--- src/rtl/useq_pkg.sv ---
package useq_pkg;

  // Branch kind carried in the microinstruction
  typedef enum logic [1:0] {
    BR_JUMP   = 2'b00,
    BR_CALL   = 2'b01,
    BR_RETURN = 2'b10,
    BR_MAP    = 2'b11
  } br_kind_t;

  // Source of the next control address
  typedef enum logic [1:0] {
    SRC_INC    = 2'b00,
    SRC_TARGET = 2'b01,
    SRC_RETURN = 2'b10,
    SRC_MAP    = 2'b11
  } nxt_src_t;

endpackage

--- src/rtl/useq_cond_mux.sv ---
module useq_cond_mux #(
  parameter int SEL_W = 2
) (
  input  logic [SEL_W-1:0]         sel,
  input  logic [(1<<SEL_W)-1:1]    status,
  output logic                     cond
);
  localparam int NTAP = 1 << SEL_W;

  logic [NTAP-1:0] taps;

  // tap 0 is tied true for unconditional branches
  assign taps = {status, 1'b1};
  assign cond = taps[sel];

endmodule

--- src/rtl/useq_input_logic.sv ---
module useq_input_logic
  import useq_pkg::*;
(
  input  br_kind_t br,
  input  logic     cond,
  output nxt_src_t src,
  output logic     link_load
);
  always_comb begin
    src       = SRC_INC;
    link_load = 1'b0;
    unique case (br)
      BR_JUMP: begin
        src = cond ? SRC_TARGET : SRC_INC;
      end
      BR_CALL: begin
        src       = cond ? SRC_TARGET : SRC_INC;
        link_load = cond;
      end
      BR_RETURN: src = SRC_RETURN;
      BR_MAP:    src = SRC_MAP;
      default:   src = SRC_INC;
    endcase
  end
endmodule

--- src/rtl/useq_next_mux.sv ---
module useq_next_mux
  import useq_pkg::*;
#(
  parameter int ADDR_W    = 7,
  parameter int OP_W      = 4,
  parameter int MAP_SHIFT = 2
) (
  input  nxt_src_t            src,
  input  logic [ADDR_W-1:0]   cur,
  input  logic [ADDR_W-1:0]   target,
  input  logic [ADDR_W-1:0]   ret_addr,
  input  logic [OP_W-1:0]     opcode,
  output logic [ADDR_W-1:0]   incr,
  output logic [ADDR_W-1:0]   nxt
);
  localparam int MAP_TOP = OP_W + MAP_SHIFT;

  logic [ADDR_W-1:0] mapped;

  // modulo-2^ADDR_W incrementer
  assign incr = cur + ADDR_W'(1);

  generate
    if (MAP_TOP < ADDR_W) begin : g_map_pad
      assign mapped = {{(ADDR_W-MAP_TOP){1'b0}}, opcode, {MAP_SHIFT{1'b0}}};
    end else begin : g_map_trunc
      logic [MAP_TOP-1:0] wide;
      assign wide   = {opcode, {MAP_SHIFT{1'b0}}};
      assign mapped = wide[ADDR_W-1:0];
    end
  endgenerate

  always_comb begin
    unique case (src)
      SRC_INC:    nxt = incr;
      SRC_TARGET: nxt = target;
      SRC_RETURN: nxt = ret_addr;
      SRC_MAP:    nxt = mapped;
      default:    nxt = incr;
    endcase
  end
endmodule

--- src/rtl/useq_top.sv ---
module useq_top
  import useq_pkg::*;
#(
  parameter int ADDR_W     = 7,
  parameter int OP_W       = 4,
  parameter int MAP_SHIFT  = 2,
  parameter int RESET_ADDR = 64
) (
  input  logic              clk,
  input  logic              rst,
  input  logic [1:0]        cond_sel,
  input  logic [1:0]        br_kind,
  input  logic [ADDR_W-1:0] br_target,
  input  logic              ind_bit,
  input  logic              acc_sign,
  input  logic              acc_zero,
  input  logic [OP_W-1:0]   opcode,
  output logic [ADDR_W-1:0] car,
  output logic [ADDR_W-1:0] sbr
);
  localparam logic [ADDR_W-1:0] START = ADDR_W'(RESET_ADDR);

  br_kind_t          br;
  nxt_src_t          src;
  logic              cond;
  logic              link_load;
  logic [ADDR_W-1:0] incr;
  logic [ADDR_W-1:0] nxt;

  assign br = br_kind_t'(br_kind);

  useq_cond_mux #(.SEL_W(2)) u_cond (
    .sel    (cond_sel),
    .status ({acc_zero, acc_sign, ind_bit}),
    .cond   (cond)
  );

  useq_input_logic u_inlog (
    .br        (br),
    .cond      (cond),
    .src       (src),
    .link_load (link_load)
  );

  useq_next_mux #(
    .ADDR_W    (ADDR_W),
    .OP_W      (OP_W),
    .MAP_SHIFT (MAP_SHIFT)
  ) u_next (
    .src      (src),
    .cur      (car),
    .target   (br_target),
    .ret_addr (sbr),
    .opcode   (opcode),
    .incr     (incr),
    .nxt      (nxt)
  );

  always_ff @(posedge clk) begin
    if (rst) begin
      car <= START;
      sbr <= '0;
    end else begin
      car <= nxt;
      if (link_load) sbr <= incr;
    end
  end

  // Assertions next to the registers they guard
  AST_RESET_STATE: assert property (@(posedge clk)
    rst |=> (car == START && sbr == '0)) else $error("reset state");
  AST_TAKEN_TARGET: assert property (@(posedge clk) disable iff (rst)
    ((br_kind == 2'b00 || br_kind == 2'b01) && cond) |=> car == $past(br_target)) else $error("taken");
  AST_NOT_TAKEN_STEP: assert property (@(posedge clk) disable iff (rst)
    ((br_kind == 2'b00 || br_kind == 2'b01) && !cond) |=> (car - $past(car)) == ADDR_W'(1)) else $error("step");
  AST_CALL_LINK: assert property (@(posedge clk) disable iff (rst)
    (br_kind == 2'b01 && cond) |=> (sbr - $past(car)) == ADDR_W'(1)) else $error("link");
  AST_LINK_HOLD: assert property (@(posedge clk) disable iff (rst)
    !(br_kind == 2'b01 && cond) |=> $stable(sbr)) else $error("hold");
  AST_RETURN_SRC: assert property (@(posedge clk) disable iff (rst)
    (br_kind == 2'b10) |=> car == $past(sbr)) else $error("return");
  AST_MAP_SLOT: assert property (@(posedge clk) disable iff (rst)
    (br_kind == 2'b11) |=> (car[MAP_SHIFT-1:0] == '0 &&
                            car[OP_W+MAP_SHIFT-1:MAP_SHIFT] == $past(opcode))) else $error("map");

endmodule

--- config.mk ---
export PLATFORM = sky130hd
export DESIGN_NAME = useq_top
export DESIGN_NICKNAME = d
export VERILOG_FILES = /design/src/rtl/useq_pkg.sv /design/src/rtl/useq_cond_mux.sv /design/src/rtl/useq_input_logic.sv /design/src/rtl/useq_next_mux.sv /design/src/rtl/useq_top.sv
export SDC_FILE = /design/constraint.sdc
export NUM_CORES = 1
export LEC_CHECK = 0
export ABC_AREA = 1
export ABC_CLOCK_PERIOD_IN_PS = 2750
export BUFFER_PORTS_ARGS = -buffer_cell sky130_fd_sc_hd__buf_4
export CAP_MARGIN = 10
export CORE_MARGIN = 1
export CORE_UTILIZATION = 54
export CTS_BUF_LIST = sky130_fd_sc_hd__clkbuf_4 sky130_fd_sc_hd__clkbuf_8
export CTS_CLUSTER_DIAMETER = 120
export CTS_CLUSTER_SIZE = 8
export DETAILED_ROUTE_END_ITERATION = 16
export MAX_ROUTING_LAYER = met4
export PLACE_DENSITY = 0.82
export SYNTH_ARGS = -nofsm -noshare
export SYNTH_HDL_FRONTEND = slang
export SYNTH_SLANG_ARGS = --single-unit
--- constraint.sdc ---
create_clock -name clk -period 2.75 [get_ports clk]
set_input_delay 0.1375 -clock clk [delete_from_list [all_inputs] [get_ports clk]]
set_output_delay 0.1375 -clock clk [all_outputs]
set_load 0.03 [all_outputs]
==> reports/qor.txt, run 1 <==
Post-Synthesis Cell Area: 948.4 um^2
Mux cell area share after synthesis: 0%
Final period demand of the worst path: 1.341 ns
Crit-path cells: ha_1, nand3_1, o21ai_0, nand2_1, nand2_1, nand3_1
Post-CTS Setup Repair Bufs: 0
Footprint of the multi-input gates: 544.3 um^2
Fmax: 746.0 MHz
Die ar.: 1928 um^2
Leak: 0.6482 nW
VDD IR-drop max: 0.0003142 V
Post-CTS resize count: 0
Worst-skew pair later-pin latency: 0.29 ns
Synth cell types: 18
Yosys warns: 0
Synth top cells by count: nand2_1 (53), inv_1 (21), nor2_1 (16), dfxtp_1 (14), nand3_1 (13)
Pwr dens: 437.6 nW/um^2
Area share of the largest cell type after synthesis: 29.55%
Root buffer cell: clkbuf_4
Final setup violation count: 0
WP buf/inv: 0
DP Area: 1182 um^2
CP required: 2.91 ns
Num ports: 34
Area grow syn2layout: 27.05%
Critical path class: register to register
Layout cells sized above 1: 28.95%
Failing checks: design-rule violations
Layout Skew: 0.003954 ns
Syn Inst Count: 157
Final Hold Violating Endpoints: 0
WP data arrival: 1.51 ns
Post-DP HPWL: 1767 um
Status: finished with violations
CP max FO: 6
Drt pass-1 iters: 12
Vias per cell: 5.175
Grt total ovfl: 0
Adder-Cell Fraction of Synth Area: 1.319%
Worst slew margin: 72.25%
Post-synth EDFFs: 0
Via count: 1066
Total of max-cap violations: 0
Initial Util: 60.16%
Final period util: 48.75%
Clock sink count: 14
Hold Slack: 0.1687 ns
Total Routing Usage GR: 25.81%
XOR/XNOR share of the synthesized area: 0%
# DRC: 1
Final nets: 213
Hold_buf cts: 0
Final ANT Viol Nets: 0
Avg WL per Cell: 10.68 um
Slew Limit Fails: 0
Rows: 14
Die width: 43.91 um
Top-count cell post-synth: nand2_1
Synth area leaders: dfxtp_1 (30%), nand2_1 (21%), inv_1 (8.3%), nand3_1 (6.9%), nor2_1 (6.3%)
Clock tree buffer depth: 2
Slowest stage delay, CP: 0.44 ns
Synth Area in Simple Gates: 48.15%
Final Cell Area: 1205 um^2
# diodes: 0
CTS Buf Count: 3
# fillers: 139
Crit path launch type: register
Worst hold path class: primary input to register
Vias in the first global route: 907
Async S/R FF share, synth: 0%
Worst path top cell family by delay: flip-flops
Total power: 527.3 uW
DRT Wirelength: 2200 um
First-pass GRT wire length: 3677 um
Synth Area in Compound Gates: 7.916%
Register area share after synthesis: 29.55%
Clock-pin transition on the worst setup and hold timing paths: 0.09 ns
Primary FF master, synth: dfxtp_1
Largest net degree at the start of global routing: 19
Largest family of logic cells by synthesized area: simple AND/OR/NAND/NOR gates
#FFs+latches synth: 14
Number of port buffers: 33
Die height: 43.91 um
CTS HTree Levels: 1
Initial antenna violation count: 0
RSZ-0062 raised after global routing: false
Sequential cell area: 280.3 um^2
Final GP Congestion: 0.8460
Iter 0 DRT Violations: 24
Setup TNS: 0 ns
CP Capture Type: register
Net Count, Synth: 178
Mapped Avg Cell Area: 6.041 um^2
Core Box Area: 1577 um^2
Yosys top cell by area: dfxtp_1
CTS tree: built
Least-Margin Pin Slew: 0.4158 ns
CP max-delay cell: dfxtp_1
cell type report:
cell class              count  area share (%)
inverters                  24           7.477
flip-flops and latches     14           23.26
clock buffers               3           1.869
repair buffers             33           20.56
multi-input cells         116           45.17
well taps                  16           1.661
flip-flops by register name (all words and copies together), names as in the netlist:
signal / count
car: 7
sbr: 7
where the power goes:
part	switching (mW)	internal, mW	total, mW
Combinational	0.103	0.0676	0.170
Clock	0.0719	0.0510	0.123
Sequential	0.0156	0.219	0.234
Total	0.190	0.337	0.527
routing by layer:
metal	up-vias	wire length, um	GRT usage (%)
li1	550	-	-
met1	472	1011	33.92
met2	40	1030	41.19
met3	4	129	3.750
met4	0	29	7.273
met5	-	0	-
cells by family (layout without fill, tap and decap cells):
family,count (synthesis),after routing
AO/OA/AOI/OAI,15,15
adder cells (fa/ha/maj),1,1
buffers and inverters,27,60
flip-flops,14,14
AND/OR/NAND/NOR,100,100
path summary, 6_finish.rpt:
check / start / endpoint / slack [ns] / cells after the start
max: car[0] / car[6] / 1.41 / 6
min: br_kind[1] / car[6] / 0.17 / 4
max reg2reg: car[0] / car[6] / 1.41 / 6
min reg2reg: sbr[2] / sbr[2] / 0.55 / 4
stage by stage:
stage / util, % / instances / setup slack [ns]
floorplan: - / 157 / 1.334
global placement: 75.00 / 203 / 1.514
detailed placement: 75.00 / 203 / 1.421
CTS: 76.43 / 206 / 1.408
global route: 76.43 / 206 / 1.268
finish: 76.43 / 206 / 1.410
worst min-delay path, stage by stage:
cell     delay (ns)
buf_4          0.11
a21oi_1        0.05
nand2_1        0.05
nand3_1        0.06
cells in the final DEF, fill, tap and decap left out:
master,n
nand2_1,53
buf_4,33
inv_1,21
nor2_1,16
dfxtp_1,14
nand3_1,13
a21oi_1,9
nor2_2,7
nand2_2,6
o21ai_0,6
inv_2,3
clkbuf_4,3
nand4_1,2
nand3_2,1
nor2_4,1
nand3_4,1
ha_1,1
(Power assumes the default switching activity.)
==> run 2, diff against run 1 <==
--- a/config.mk
+++ b/config.mk
@@ -5,18 +5,18 @@
 export SDC_FILE = /design/constraint.sdc
 export NUM_CORES = 1
 export LEC_CHECK = 0
-export ABC_AREA = 1
-export ABC_CLOCK_PERIOD_IN_PS = 2750
+export ABC_AREA = 0
+export ABC_CLOCK_PERIOD_IN_PS = 1250
 export BUFFER_PORTS_ARGS = -buffer_cell sky130_fd_sc_hd__buf_4
 export CAP_MARGIN = 10
 export CORE_MARGIN = 1
-export CORE_UTILIZATION = 54
+export CORE_UTILIZATION = 48
 export CTS_BUF_LIST = sky130_fd_sc_hd__clkbuf_4 sky130_fd_sc_hd__clkbuf_8
 export CTS_CLUSTER_DIAMETER = 120
 export CTS_CLUSTER_SIZE = 8
 export DETAILED_ROUTE_END_ITERATION = 16
 export MAX_ROUTING_LAYER = met4
-export PLACE_DENSITY = 0.82
+export PLACE_DENSITY = 0.77
 export SYNTH_ARGS = -nofsm -noshare
 export SYNTH_HDL_FRONTEND = slang
 export SYNTH_SLANG_ARGS = --single-unit
==> constraint.sdc (replaced) <==
create_clock -name clk -period 1.25 [get_ports clk]
set_input_delay 0.0625 -clock clk [delete_from_list [all_inputs] [get_ports clk]]
set_output_delay 0.0625 -clock clk [all_outputs]
set_load 0.03 [all_outputs]
==> reports/qor.txt, run 2 <==
Num ports: 34 (unchanged)
Least-Margin Pin Slew: 0.3117 ns (-0.1041 ns)
Synth top cells by count: dfxtp_1 (14), nor2_1 (11), mux2i_1 (6), nand3_1 (6), nand2_1 (5)
Mapped Avg Cell Area: 9.295 um^2 (+54%)
Async S/R FF share, synth: 0% (unchanged)
CP max FO: 4 (-2)
Pwr dens: 982.0 nW/um^2 (+120%)
Total of max-cap violations: 0 (unchanged)
Min-delay src: br_target[0]
Total power: 1.170 mW (+120%)
Worst-skew pair later-pin latency: 0.27 ns (-0.02 ns)
Layout Skew: 0.003739 ns (-0.0002156 ns)
Post-DP HPWL: 1484 um (-16%)
CP startpoint: car[0]
Yosys top cell by area: dfxtp_1
Clock sink count: 14 (unchanged)
Final Hold Violating Endpoints: 0 (unchanged)
Crit-path cells: buf_4, nand3_1, xor2_1, or2_2, a21oi_1
Final nets: 149 (-30%)
Primary FF master, synth: dfxtp_1
Net Count, Synth: 105 (-41%)
Via count: 792 (-26%)
CTS tree: built
Slowest stage delay, CP: 0.39 ns (-0.05 ns)
# diodes: 0 (unchanged)
Core Box Area: 1506 um^2 (-4.4%)
Worst hold path class: primary input to register
Final setup violation count: 0 (unchanged)
Final period util: 97.51% (+49 points)
Vias per cell: 5.538 (+7.0%)
Die ar.: 1792 um^2 (-7.1%)
Initial antenna violation count: 0 (unchanged)
Area share of the largest cell type after synthesis: 35.90% (+6.3 points)
Critical path class: register to register
Hold Slack: 0.05735 ns (-0.1113 ns)
Syn Inst Count: 84 (-46%)
Core Util, Final: 79.07% (+2.6 points)
Worst slew margin: 78.62% (+6.4 points)
CTS HTree Levels: 1 (unchanged)
Avg WL per Cell: 14.71 um (+38%)
CP required: 1.46 ns (-1.45 ns)
CP Capture Type: register
Layout cells sized above 1: 53.54% (+25 points)
Register area share after synthesis: 35.90% (+6.3 points)
Root buffer cell: clkbuf_4
Largest net degree at the start of global routing: 17 (-2)
Biggest regs: car: 7 flops, sbr: 7 flops
Final period demand of the worst path: 1.219 ns (-0.1217 ns)
Rows: 14 (unchanged)
Number of port buffers: 33 (unchanged)
Clock-pin transition on the worst setup and hold timing paths: 0.09 ns (about the same)
Initial Util: 51.83% (-8.3 points)
Commonest cells after routing, fill and taps aside: buf_4 (44), nor2_1 (11), dfxtp_1 (9)
CP max-delay cell: dfxtp_4
VDD IR-drop max: 0.0006974 V (+120%)
Final ANT Viol Nets: 0 (unchanged)
R2R setup slack: 0.03 ns (-1.38 ns)
Top-count cell post-synth: dfxtp_1
Synth cell types: 28 (+10)
Slew Limit Fails: 0 (unchanged)
Worst R2R Start: car[0]
# DRC: 0 (-1)
#FFs+latches synth: 14 (unchanged)
CTS Buf Count: 3 (unchanged)
Final GP Congestion: 0.7514 (-11%)
RSZ-0062 raised after global routing: true
Commonest non-fill, non-tap cell in the layout: buf_4
Fmax: 820.5 MHz (+10%)
Total Routing Usage GR: 24.33% (-1.5 points)
Iter 0 DRT Violations: 13 (-46%)
Die height: 42.33 um (-3.6%)
Die width: 42.33 um (-3.6%)
DRT Wirelength: 2104 um (-4.4%)
Status: complete, no violations
Post-synth EDFFs: 0 (unchanged)
WP data arrival: 1.43 ns (-0.08 ns)
Crit path launch type: register
Area grow syn2layout: 52.56%
Grt total ovfl: 0 (unchanged)
Leak: 0.5027 nW (-22%)
Drt pass-1 iters: 4 (-8)
Vias in the first global route: 745 (-18%)
Post-Synthesis Cell Area: 780.7 um^2 (-18%)
Clock tree buffer depth: 2 (unchanged)
Synth area leaders: dfxtp_1 (36%), mux2i_1 (7.7%), a211oi_2 (6.4%), nor2_1 (5.3%), xor2_1 (4.5%)
Hold_buf cts: 0 (unchanged)
First-pass GRT wire length: 3236 um (-12%)
Setup TNS: 0 ns (unchanged)
Yosys warns: 0 (unchanged)
[run 2: cell types whose count changed after synthesis, sizes merged, moves of 5 or more]
cell	delta
nand2	-54
inv	-21
nor2	-13
nand3	-9
a211oi	+6
mux2i	+6
o21ai	-6
a21oi	-5
[run 2: timing repair]
action,CTS,global route
resized for setup,0,10
setup buffers,0,3
endpoints found under the setup margin,0,3
[run 2: worst max-delay path, delay by kind of cell, from the launching register on]
kind            cells  cell delay [ns]
buf+inv             1             0.12
xor+xnor            1             0.17
simple gates        2             0.36
compound gates      1             0.12
flops               1             0.39
[run 2: cell families (layout without fill, tap and decap cells)]
| family | Yosys count | after routing | synth area share (%) |
|---|---|---|---|
| buffers and inverters | 8 | 51 | 6.571 |
| adder cells (fa/ha/maj) | 1 | 1 | 1.602 |
| XOR/XNOR | 5 | 5 | 5.609 |
| flip-flops | 14 | 14 | 35.90 |
| AND/OR/NAND/NOR | 30 | 30 | 19.23 |
| multiplexers | 6 | 6 | 7.693 |
| AO/OA/AOI/OAI | 20 | 20 | 23.40 |
[run 2: worst paths after layout]
path / cells after the start / to
worst max register to register: 5 / car[3]
worst max-delay path: 5 / car[3]
worst min-delay path: 3 / car[0]
worst min register to register: 2 / car[0]
[run 2: area by class of cell]
type	count	area, um^2
tap	16	20.02
clock buffer	4	30.03
inverter	3	11.26
timing repair buffer	44	330.3
sequential	14	299.0
multi-input combinational	62	500.5
fill	111	315.3
[run 2: through the flow]
stage	instance area, um^2	setup slack, ns	cells
5_1_grt	1191	-0.01405	143
2_1_floorplan	805.8	0.002784	84
3_5_place_dp	1094	-0.04662	136
6_report	1191	0.03117	143
4_1_cts	1124	0.03310	140
3_3_place_gp	1094	0.007246	136
[run 2: per-layer routing]
layer	up-vias	track usage, %	routed length, um
li1	388	-	-
met1	374	32.88	961
met2	30	38.15	1039
met3	0	4.310	104
met4	0	5.625	0
met5	-	-	0
[run 2: power breakdown]
part | switching [mW] | internal [mW] | total, mW | leakage (nW)
logic | 0.190 | 0.171 | 0.361 | 0.366
clock network | 0.145 | 0.145 | 0.290 | 0.0184
registers | 0.0398 | 0.479 | 0.519 | 0.119
total | 0.375 | 0.795 | 1.17 | 0.503
